## src/rtl/lbist_seq_pkg.sv

```systemverilog
package lbist_seq_pkg;

    typedef enum logic [2:0] {
        ST_IDLE,
        ST_SHIFT,
        ST_LAUNCH,
        ST_GAP,
        ST_CAPT,
        ST_DONE
    } seq_state_e;

endpackage

```

## src/rtl/lbist_bit_counter.sv

```systemverilog
module lbist_bit_counter #(
    parameter int LEN_W = 10
) (
    input  logic             clk,
    input  logic             rst_n,
    input  logic             clear_i,
    input  logic             step_i,
    input  logic [LEN_W-1:0] len_i,
    output logic             last_o
);

    logic [LEN_W-1:0] cnt_q;
    logic [LEN_W-1:0] len_m1;

    // a length of zero behaves as a single-bit chain
    assign len_m1 = (len_i == '0) ? '0 : len_i - 1'b1;
    assign last_o = (cnt_q == len_m1);

    always_ff @(posedge clk or negedge rst_n) begin
        if (!rst_n) begin
            cnt_q <= '0;
        end else if (clear_i) begin
            cnt_q <= '0;
        end else if (step_i) begin
            cnt_q <= last_o ? '0 : cnt_q + 1'b1;
        end
    end

    // bit index never passes the end of the phase
    assert_bit_bound_R2: assert property (@(posedge clk) disable iff (!rst_n)
        !clear_i |-> cnt_q <= len_m1)
        else $error("bit counter beyond chain length");

    // the last bit of a phase wraps the counter
    assert_bit_wrap_R2: assert property (@(posedge clk) disable iff (!rst_n)
        (step_i && last_o) |=> cnt_q == '0)
        else $error("bit counter did not wrap");

endmodule

```

## src/rtl/lbist_pat_counter.sv

```systemverilog
module lbist_pat_counter #(
    parameter int PAT_W = 16
) (
    input  logic             clk,
    input  logic             rst_n,
    input  logic             clear_i,
    input  logic             inc_i,
    input  logic [PAT_W-1:0] total_i,
    output logic             all_o,
    output logic             pend_o
);

    logic [PAT_W-1:0] cnt_q;

    assign all_o  = (cnt_q == total_i);
    assign pend_o = (cnt_q != '0);

    always_ff @(posedge clk or negedge rst_n) begin
        if (!rst_n) begin
            cnt_q <= '0;
        end else if (clear_i) begin
            cnt_q <= '0;
        end else if (inc_i) begin
            cnt_q <= cnt_q + 1'b1;
        end
    end

    // captures never exceed the programmed total
    assert_pat_bound_R6: assert property (@(posedge clk) disable iff (!rst_n)
        !clear_i |-> cnt_q <= total_i)
        else $error("pattern count beyond total");

endmodule

```

## src/rtl/lbist_loc_fsm.sv

```systemverilog
module lbist_loc_fsm
    import lbist_seq_pkg::*;
(
    input  logic clk,
    input  logic rst_n,
    input  logic start_i,
    input  logic zero_pat_i,
    input  logic bit_last_i,
    input  logic pats_all_i,
    input  logic resp_pend_i,
    output logic accept_o,
    output logic bit_step_o,
    output logic pat_inc_o,
    output logic scan_en_o,
    output logic shift_o,
    output logic update_o,
    output logic capture_o,
    output logic sig_en_o,
    output logic busy_o,
    output logic done_o
);

    seq_state_e state_q, state_d;
    logic       idle_like;

    assign idle_like = (state_q == ST_IDLE) || (state_q == ST_DONE);
    assign accept_o  = start_i && idle_like;

    always_comb begin
        state_d = state_q;
        unique case (state_q)
            ST_IDLE, ST_DONE: begin
                if (start_i) begin
                    state_d = zero_pat_i ? ST_DONE : ST_SHIFT;
                end else begin
                    state_d = ST_IDLE;
                end
            end
            ST_SHIFT: begin
                if (bit_last_i) begin
                    state_d = pats_all_i ? ST_DONE : ST_LAUNCH;
                end
            end
            ST_LAUNCH: state_d = ST_GAP;
            ST_GAP:    state_d = ST_CAPT;
            ST_CAPT:   state_d = ST_SHIFT;
            default:   state_d = ST_IDLE;
        endcase
    end

    always_ff @(posedge clk or negedge rst_n) begin
        if (!rst_n) begin
            state_q <= ST_IDLE;
        end else begin
            state_q <= state_d;
        end
    end

    always_comb begin
        scan_en_o  = 1'b0;
        shift_o    = 1'b0;
        update_o   = 1'b0;
        capture_o  = 1'b0;
        sig_en_o   = 1'b0;
        busy_o     = 1'b1;
        done_o     = 1'b0;
        bit_step_o = 1'b0;
        pat_inc_o  = 1'b0;
        unique case (state_q)
            ST_IDLE: busy_o = 1'b0;
            ST_SHIFT: begin
                scan_en_o  = 1'b1;
                shift_o    = 1'b1;
                sig_en_o   = resp_pend_i;
                bit_step_o = 1'b1;
            end
            ST_LAUNCH: update_o = 1'b1;
            ST_GAP:    ;
            ST_CAPT: begin
                capture_o = 1'b1;
                pat_inc_o = 1'b1;
            end
            ST_DONE: begin
                busy_o = 1'b0;
                done_o = 1'b1;
            end
            default: busy_o = 1'b0;
        endcase
    end

    // a capture strobe comes exactly two cycles after a launch strobe
    assert_capture_after_launch_R3: assert property (@(posedge clk) disable iff (!rst_n)
        capture_o |-> $past(update_o, 2))
        else $error("capture without launch two cycles earlier");

    // after a launch the chains are not shifting and no second launch follows
    assert_launch_quiet_R4: assert property (@(posedge clk) disable iff (!rst_n)
        update_o |=> (!scan_en_o && !update_o && !capture_o))
        else $error("strobe right after launch");

    // done is a single-cycle pulse unless a new zero-pattern run starts
    assert_done_pulse_R6: assert property (@(posedge clk) disable iff (!rst_n)
        (done_o && !start_i) |=> !done_o)
        else $error("done held longer than a cycle");

    // busy and done are never high together
    assert_busy_done_R8: assert property (@(posedge clk) disable iff (!rst_n)
        !(busy_o && done_o))
        else $error("busy and done overlap");

endmodule

```

## src/rtl/lbist_loc_sequencer.sv

```systemverilog
module lbist_loc_sequencer #(
    parameter int PAT_W = 16,
    parameter int LEN_W = 10
) (
    input  logic             clk,
    input  logic             rst_n,
    input  logic             start_i,
    input  logic [PAT_W-1:0] pat_total_i,
    input  logic [LEN_W-1:0] chain_len_i,
    output logic             scan_en_o,
    output logic             shift_o,
    output logic             update_o,
    output logic             capture_o,
    output logic             sig_en_o,
    output logic             busy_o,
    output logic             done_o
);

    logic [PAT_W-1:0] total_q;
    logic [LEN_W-1:0] len_q;
    logic             accept;
    logic             bit_step;
    logic             bit_last;
    logic             pat_inc;
    logic             pats_all;
    logic             resp_pend;
    logic             zero_pat;

    assign zero_pat = (pat_total_i == '0);

    always_ff @(posedge clk or negedge rst_n) begin
        if (!rst_n) begin
            total_q <= '0;
            len_q   <= '0;
        end else if (accept) begin
            total_q <= pat_total_i;
            len_q   <= chain_len_i;
        end
    end

    lbist_loc_fsm u_fsm (
        .clk         (clk),
        .rst_n       (rst_n),
        .start_i     (start_i),
        .zero_pat_i  (zero_pat),
        .bit_last_i  (bit_last),
        .pats_all_i  (pats_all),
        .resp_pend_i (resp_pend),
        .accept_o    (accept),
        .bit_step_o  (bit_step),
        .pat_inc_o   (pat_inc),
        .scan_en_o   (scan_en_o),
        .shift_o     (shift_o),
        .update_o    (update_o),
        .capture_o   (capture_o),
        .sig_en_o    (sig_en_o),
        .busy_o      (busy_o),
        .done_o      (done_o)
    );

    lbist_bit_counter #(.LEN_W(LEN_W)) u_bits (
        .clk     (clk),
        .rst_n   (rst_n),
        .clear_i (accept),
        .step_i  (bit_step),
        .len_i   (len_q),
        .last_o  (bit_last)
    );

    lbist_pat_counter #(.PAT_W(PAT_W)) u_pats (
        .clk     (clk),
        .rst_n   (rst_n),
        .clear_i (accept),
        .inc_i   (pat_inc),
        .total_i (total_q),
        .all_o   (pats_all),
        .pend_o  (resp_pend)
    );

    // a start while busy leaves the latched settings untouched
    assert_hold_settings_R9: assert property (@(posedge clk) disable iff (!rst_n)
        busy_o |=> ($stable(total_q) && $stable(len_q)))
        else $error("settings changed during a run");

endmodule

```

## config.mk

```make
export PLATFORM = sky130hd
export DESIGN_NAME = lbist_loc_sequencer
export DESIGN_NICKNAME = d
export VERILOG_FILES = /design/src/rtl/lbist_seq_pkg.sv /design/src/rtl/lbist_bit_counter.sv /design/src/rtl/lbist_pat_counter.sv /design/src/rtl/lbist_loc_fsm.sv /design/src/rtl/lbist_loc_sequencer.sv
export SDC_FILE = /design/constraint.sdc
export NUM_CORES = 1
export LEC_CHECK = 0
export BUFFER_PORTS_ARGS = -buffer_cell sky130_fd_sc_hd__buf_4
export CAP_MARGIN = 25
export CELL_PAD_IN_SITES_DETAIL_PLACEMENT = 1
export CELL_PAD_IN_SITES_GLOBAL_PLACEMENT = 1
export CORE_ASPECT_RATIO = 1.5
export CORE_UTILIZATION = 41
export DETAILED_ROUTE_END_ITERATION = 6
export PLACE_DENSITY_LB_ADDON = 0.1
export SETUP_SLACK_MARGIN = 0.4
export SYNTH_ARGS = -nofsm -noshare
export SYNTH_HDL_FRONTEND = slang
export SYNTH_SLANG_ARGS = --single-unit
```

## constraint.sdc

```tcl
create_clock -name clk -period 3 [get_ports clk]
set_clock_uncertainty 0.1 [all_clocks]
set_input_delay 0.9 -clock clk [delete_from_list [all_inputs] [get_ports clk]]
set_output_delay 0.9 -clock clk [all_outputs]
set_load 0.03 [all_outputs]
```

==> impl_metrics.py, run 1 <==
metrics = {
    "sta": {
        "finalHoldWorstSlack_ps": 434.2,
        "report.final.hold_viol_count": 0,
        "relSlewSlack_pct": 50.75,
        "worstMarginPinSlew_ps": 738.7,
        "timing.fmax_mhz": 351.8,
        "slew_viol_final": 0,
        "setup_viol": 0,
        "min_period_ps": 2843,
        "min_period_over_period_pct": 94.76,
        "rsz0062_at_grt": "yes",
        "tns_ps": 0,
    },
    "place": {
        "dpl.hpwl_um": 6368,
        "placedCellCount": 464,
        "numPortBuffers": 35,
        "gp_congestion": 0.8159,
    },
    "worst_setup_path": {
        "crit_chain": "inv_2 > ha_4 > nor4b_4 > a32oi_2 > xor2_1 > or4_1 > or3_4 > or2_4 > a32o_1",
        "rrSetupSlack_ps": 160,
        "end_kind": "register",
        "crit_required_ps": 3100,
        "cp_data_arrival_time_ps": 2940,
        "crit_type": "register to register",
        "critPathSlowestCell": "or4_1",
        "worst_r2r_endpoint": "u_bits.cnt_q[1]$_DFFE_PN0P_",
        "r2r_cells": 9,
        "path_max_fanout": 4,
        "rr_startpoint": "len_q[1]$_DFFE_PN0P_",
        "crit_path_start_kind": "register",
        "critPathMaxStageDelay_ps": 500,
    },
    "grt": {
        "antenna_found_initial": 0,
        "grt_pass1_wl_um": 14900,
        "grt_pass1_vias": 3026,
        "grt_start_max_net_pins": 56,
        "grt-ovfl-total": 0,
        "grt_util_all_layers_pct": 24.54,
    },
    "clock_tree": {
        "clock_sinks": 55,
        "cts_buffer_depth": 2,
        "cts_tree": "done",
        "path_clk_slew_ps": 80,
        "insertion_delay_ps": 310,
        "cts_made_buffers": 5,
        "htree_levels": 2,
        "root_buffer": "clkbuf_16",
    },
    "run": {
        "drv_cap": 0,
    },
    "synthesis": {
        "synth_fp_nets": 368,
        "syn_area_um2": 3194,
        "seq_area_frac_synth_pct": 43.09,
        "synth_area_leader_cell": "dfrtp_1",
        "synth_warnings": 0,
        "synth_edf_count": 0,
        "syn_area_per_cell_um2": 9.535,
        "synth_top_area_share_pct": 43.09,
        "synth_ff_type": "dfrtp_1",
        "netlist_instances": 335,
        "synth_area_leaders": "dfrtp_1 43%, mux2_2 8.1%, xor2_1 8.0%",
        "synth.distinct_cells": 47,
        "synthArstFlopShare_pct": 100.0,
        "synth.ff_latch_count": 55,
    },
    "layout": {
        "syn_to_final_growth_pct": 26.79,
        "layout.nets": 416,
        "layout-drive-gt1-share_pct": 33.59,
        "final_util_pct": 53.55,
        "diodes": 0,
        "final_cells": 486,
    },
    "worst_hold_path": {
        "hold-path-cell-count": 1,
        "hold_class": "register to register",
        "min_to": "total_q[0]$_DFFE_PN0P_",
        "hold_start": "total_q[0]$_DFFE_PN0P_",
    },
    "drt": {
        "routed_wl_um": 8876,
        "drt_iter0_markers": 84,
        "routed_via_density": 5.671,
        "dr.pass1.iters": 4,
        "detail_route.wl_per_cell_um": 18.26,
        "drc": 0,
        "antenna_left": 0,
        "vias": 2756,
    },
    "pwr": {
        "power.density_nw_per_um2": 1067,
        "total_leakage_power_nw": 1.758,
        "power_mw": 4.320,
        "ir_drop_mv": 0.5201,
    },
    "floorplan": {
        "initial_utilization_pct": 42.23,
        "dieArea_um2": 8155,
        "core_um2": 7564,
        "die_w_um": 74.07,
        "row_count": 39,
        "die_h_um": 110.1,
        "io_pins": 36,
    },
    "outcome": {
        "status": "finished, final reports clean",
    },
}
[worst max-delay path, delay by kind of cell (launching register included)]
kind	cells	cell delay, ps
compound gates	2	370
buf+inv	1	90
fa+ha+maj	1	150
flops	1	420
xor+xnor	1	180
simple gates	4	1410
[synth_stat cells (all sizes together) (5+ instances only)]
| master | count |
|---|---|
| and3 | 8 |
| nand2 | 29 |
| xor2 | 29 |
| inv | 9 |
| nand4 | 9 |
| or3 | 7 |
| xnor2 | 9 |
| nor4 | 10 |
| nor2 | 33 |
| nor3 | 9 |
| buf | 5 |
| a21oi | 12 |
| clkbuf | 11 |
| mux2 | 23 |
| nand3 | 9 |
| dfrtp | 55 |
| o21ai | 14 |
| or2 | 6 |
| o211ai | 5 |
[cells by family after synthesis]
| kind of cell | count (synthesis) | share of synthesized area (%) |
|---|---|---|
| buffers and inverters | 26 | 3.643 |
| adder cells (fa/ha/maj) | 4 | 1.567 |
| multiplexers | 25 | 8.735 |
| XOR/XNOR | 38 | 10.42 |
| flip-flops | 55 | 43.09 |
| AND/OR/NAND/NOR | 138 | 23.03 |
| AO/OA/AOI/OAI | 49 | 9.518 |
[power by group]
group          switching (mW)  leakage (nW)  internal [mW]
Sequential              0.451         0.680           1.05
Clock                   0.289        0.0875          0.421
Combinational            1.09         0.991           1.02
Total                    1.83          1.76           2.49
[final cells by class]
type                            instances  area (um^2)
Multi-Input combinational cell        254         1882
Timing Repair Buffer                   57        444.2
Fill cell                             857         3513
Tap cell                              102        127.6
Clock buffer                            6        138.9
Sequential cell                        55         1381
Inverter                               10        37.54
Clock inverter                          2        38.79
[worst max path at each step]
stage,start,to,slack [ps]
2_1_floorplan,len_q[0]$_DFFE_PN0P_,u_bits.cnt_q[1]$_DFFE_PN0P_,100
3_3_place_gp,len_q[0]$_DFFE_PN0P_,u_bits.cnt_q[9]$_DFFE_PN0P_,140
3_5_place_dp,len_q[0]$_DFFE_PN0P_,u_bits.cnt_q[7]$_DFFE_PN0P_,80
4_1_cts,u_pats.cnt_q[11]$_DFFE_PN0P_,sig_en_o,190
5_1_grt,len_q[1]$_DFFE_PN0P_,u_bits.cnt_q[9]$_DFFE_PN0P_,70
6_report,len_q[1]$_DFFE_PN0P_,u_bits.cnt_q[1]$_DFFE_PN0P_,160
[state kept, by name, indices dropped and copies added, names as in the netlist]
register / flops
total_q: 16
u_pats.cnt_q: 16
len_q: 10
u_bits.cnt_q: 10
u_fsm.state_q: 3
[placed cells by master, fill, tap and decap left out, drive strengths merged, types with 10 or more instances in the layout]
| cell | count |
|---|---|
| nor4 | 10 |
| inv | 10 |
| nor2 | 33 |
| buf | 57 |
| mux2 | 23 |
| xor2 | 29 |
| a21oi | 12 |
| o21ai | 14 |
| nand2 | 29 |
| dfrtp | 55 |
[metrics by stage]
step	cell area, um^2	setup WS, ps
2_1_floorplan	3223	99.89
3_3_place_gp	3608	144.9
3_5_place_dp	3608	75.34
4_1_cts	4004	188.6
5_1_grt	4050	68.24
6_report	4050	157.3
[metal layers]
metal	global-route usage, %	part of all wire (%)
met1	25.35	37
met2	47.92	58
met3	3.545	1.9
met4	9.753	3.0
met5	0	0
[repair_timing]
action | 4_1_cts | 5_1_grt
hold buffers | 0 | 0
gates resized for setup | 32 | 8
buffers inserted | 12 | 2
endpoints found under the setup margin | 14 | 18
pin swaps | 14 | 9
cloned | 0 | 0
(Power assumes the default switching activity.)
==> run 2: changes to the inputs <==
--- a/config.mk
+++ b/config.mk
@@ -11,6 +11,7 @@
 export CELL_PAD_IN_SITES_GLOBAL_PLACEMENT = 1
 export CORE_ASPECT_RATIO = 1.5
 export CORE_UTILIZATION = 41
+export CTS_BUF_LIST = sky130_fd_sc_hd__clkbuf_4 sky130_fd_sc_hd__clkbuf_8 sky130_fd_sc_hd__clkbuf_16
 export DETAILED_ROUTE_END_ITERATION = 6
 export PLACE_DENSITY_LB_ADDON = 0.1
 export SETUP_SLACK_MARGIN = 0.4
==> constraint.sdc (replaced) <==
create_clock -name clk -period 2.3 [get_ports clk]
set_clock_uncertainty 0.1 [all_clocks]
set_input_delay 0.69 -clock clk [delete_from_list [all_inputs] [get_ports clk]]
set_output_delay 0.69 -clock clk [all_outputs]
set_load 0.03 [all_outputs]
==> impl_metrics.py, run 2 (synthesis gave the netlist of run 1 again) <==
metrics = {
    "outcome": {
        "status": "finished, violations left",
        "violations": "negative setup slack",
    },
    "floorplan": {
        "die_w_um": 74.07,
        "initial_utilization_pct": 42.23,
        "dieArea_um2": 8155,
        "die_h_um": 110.1,
        "io_pins": 36,
        "core_um2": 7564,
        "row_count": 39,
    },
    "grt": {
        "grt_util_all_layers_pct": 26.26,
        "antenna_found_initial": 0,
        "grt_pass1_vias": 3183,
        "grt_start_max_net_pins": 56,
        "grt-ovfl-total": 0,
        "grt_pass1_wl_um": 15820,
    },
    "run": {
        "drv_cap": 0,
    },
    "sta": {
        "report.final.hold_viol_count": 0,
        "worstMarginPinSlew_ps": 729.2,
        "tns_ps": -6499,
        "slew_viol_final": 0,
        "setup_viol": 15,
        "finalHoldWorstSlack_ps": 345.4,
        "min_period_ps": 2885,
        "relSlewSlack_pct": 51.38,
        "rsz0062_at_grt": "yes",
        "min_period_over_period_pct": 125.4,
        "timing.fmax_mhz": 346.6,
        "setup_ws_ps": -585.1,
    },
    "layout": {
        "final_common_cell": "buf_4",
        "layout_common_cells": "91 x buf_4, 52 x dfrtp_1, 31 x nor2_1",
        "fillCellCount": 852,
        "diodes": 0,
        "seqCellArea_um2": 1380,
        "reg_top3": "total_q x16, u_pats.cnt_q x16",
        "syn_to_final_growth_pct": 37.92,
        "layout.nets": 454,
        "final_area_um2": 4405,
        "multiInputGateArea_um2": 1956,
        "final_cells": 524,
        "layout-drive-gt1-share_pct": 42.42,
    },
    "worst_setup_path": {
        "critPathSlowestCell": "or4_4",
        "crit_path_start_kind": "register",
        "worst-path-buf-inv": 1,
        "crit_start": "len_q[0]$_DFFE_PN0P_",
        "crit_chain": "buf_4 > or4_4 > a32oi_2 > xor2_1 > or4_1 > or3_4 > or2_4 > a32o_1",
        "critPathMaxStageDelay_ps": 500,
        "rr_startpoint": "len_q[0]$_DFFE_PN0P_",
        "end_kind": "register",
        "critPathTopFamily": "simple AND/OR/NAND/NOR gates",
        "cp_data_arrival_time_ps": 2970,
        "path_max_fanout": 3,
        "crit_required_ps": 2380,
        "crit_type": "register to register",
    },
    "place": {
        "dpl.hpwl_um": 7353,
        "place_area_um2": 3990,
        "dpl_worst_slack_ps": -636.3,
        "gp_congestion": 0.7901,
        "placedCellCount": 506,
        "numPortBuffers": 35,
    },
    "clock_tree": {
        "cts_made_buffers": 5,
        "htree_levels": 2,
        "cts_tree": "done",
        "root_buffer": "clkbuf_16",
        "path_clk_slew_ps": 70,
        "cts_buffer_depth": 2,
        "insertion_delay_ps": 290,
        "clock_sinks": 55,
    },
    "drt": {
        "vias": 2922,
        "top_layer_used": "met4",
        "routed_wl_um": 9949,
        "dr.pass1.iters": 4,
        "routed_via_density": 5.576,
        "detail_route.wl_per_cell_um": 18.99,
        "drt_iter0_markers": 65,
        "dr_wl_met3_um": 163,
        "antenna_left": 0,
        "wl_met1_um": 3419,
        "drc": 0,
        "route.met2.wl_um": 5966,
    },
    "worst_hold_path": {
        "hold_class": "primary input to asynchronous set/reset pin",
    },
    "pwr": {
        "ir_drop_mv": 0.7450,
        "power.density_nw_per_um2": 1408,
        "total_leakage_power_nw": 1.956,
    },
}
[run 2: cell types whose count changed in the layout (fill, tap and decap cells not counted), sizes merged]
cell,delta
bufinv,-1
buf,+38
inv,-1
clkbuf,+2
[run 2: layer usage]
metal / vias to the layer above / GRT usage [%]
met5: - / 0
li1: 1360 / -
met3: 26 / 3.455
met1: 1495 / 25.45
met4: 0 / 11.68
met2: 41 / 52.79
[run 2: final timing paths]
check | endpoint | slack, ps | cells after the start
worst min-delay path | len_q[7]$_DFFE_PN0P_ | 350 | 1
worst max register to register | u_bits.cnt_q[1]$_DFFE_PN0P_ | -590 | 8
max in group asynchronous | u_fsm.state_q[1]$_DFFE_PN0P_ | 1230 | 1
worst max-delay path | u_bits.cnt_q[1]$_DFFE_PN0P_ | -590 | 8
min in group clk | total_q[1]$_DFFE_PN0P_ | 440 | 1
worst min register to register | total_q[1]$_DFFE_PN0P_ | 440 | 1
[run 2: metrics by stage]
step | util [%] | total power, mW
2_1_floorplan | - | 3.654
3_3_place_gp | 52.75 | 4.751
3_5_place_dp | 52.75 | 4.906
4_1_cts | 57.14 | 6.068
5_1_grt | 58.25 | 6.579
6_report | 58.25 | 6.202
[run 2: timing repair]
action,4_1_cts,5_1_grt
endpoints found under the setup margin,46,49
buffers inserted,6,4
resized for setup,31,14
endpoints found under the hold margin,0,0
hold buffers,0,0
pin swaps,7,11
[run 2: final cells by class]
class	instances	share of cell area (%)
clock buffers	8	3.635
inverters	10	1.022
multi-input cells	254	44.39
flip-flops and latches	55	31.33
well taps	102	2.897
repair buffers	95	16.73
[run 2: power breakdown]
| group | switching, mW | leakage, nW | internal, mW |
|---|---|---|---|
| combinational | 1.82 | 1.19 | 1.75 |
| clock | 0.341 | 0.0806 | 0.477 |
| sequential | 0.444 | 0.682 | 1.37 |
| total | 2.60 | 1.96 | 3.60 |
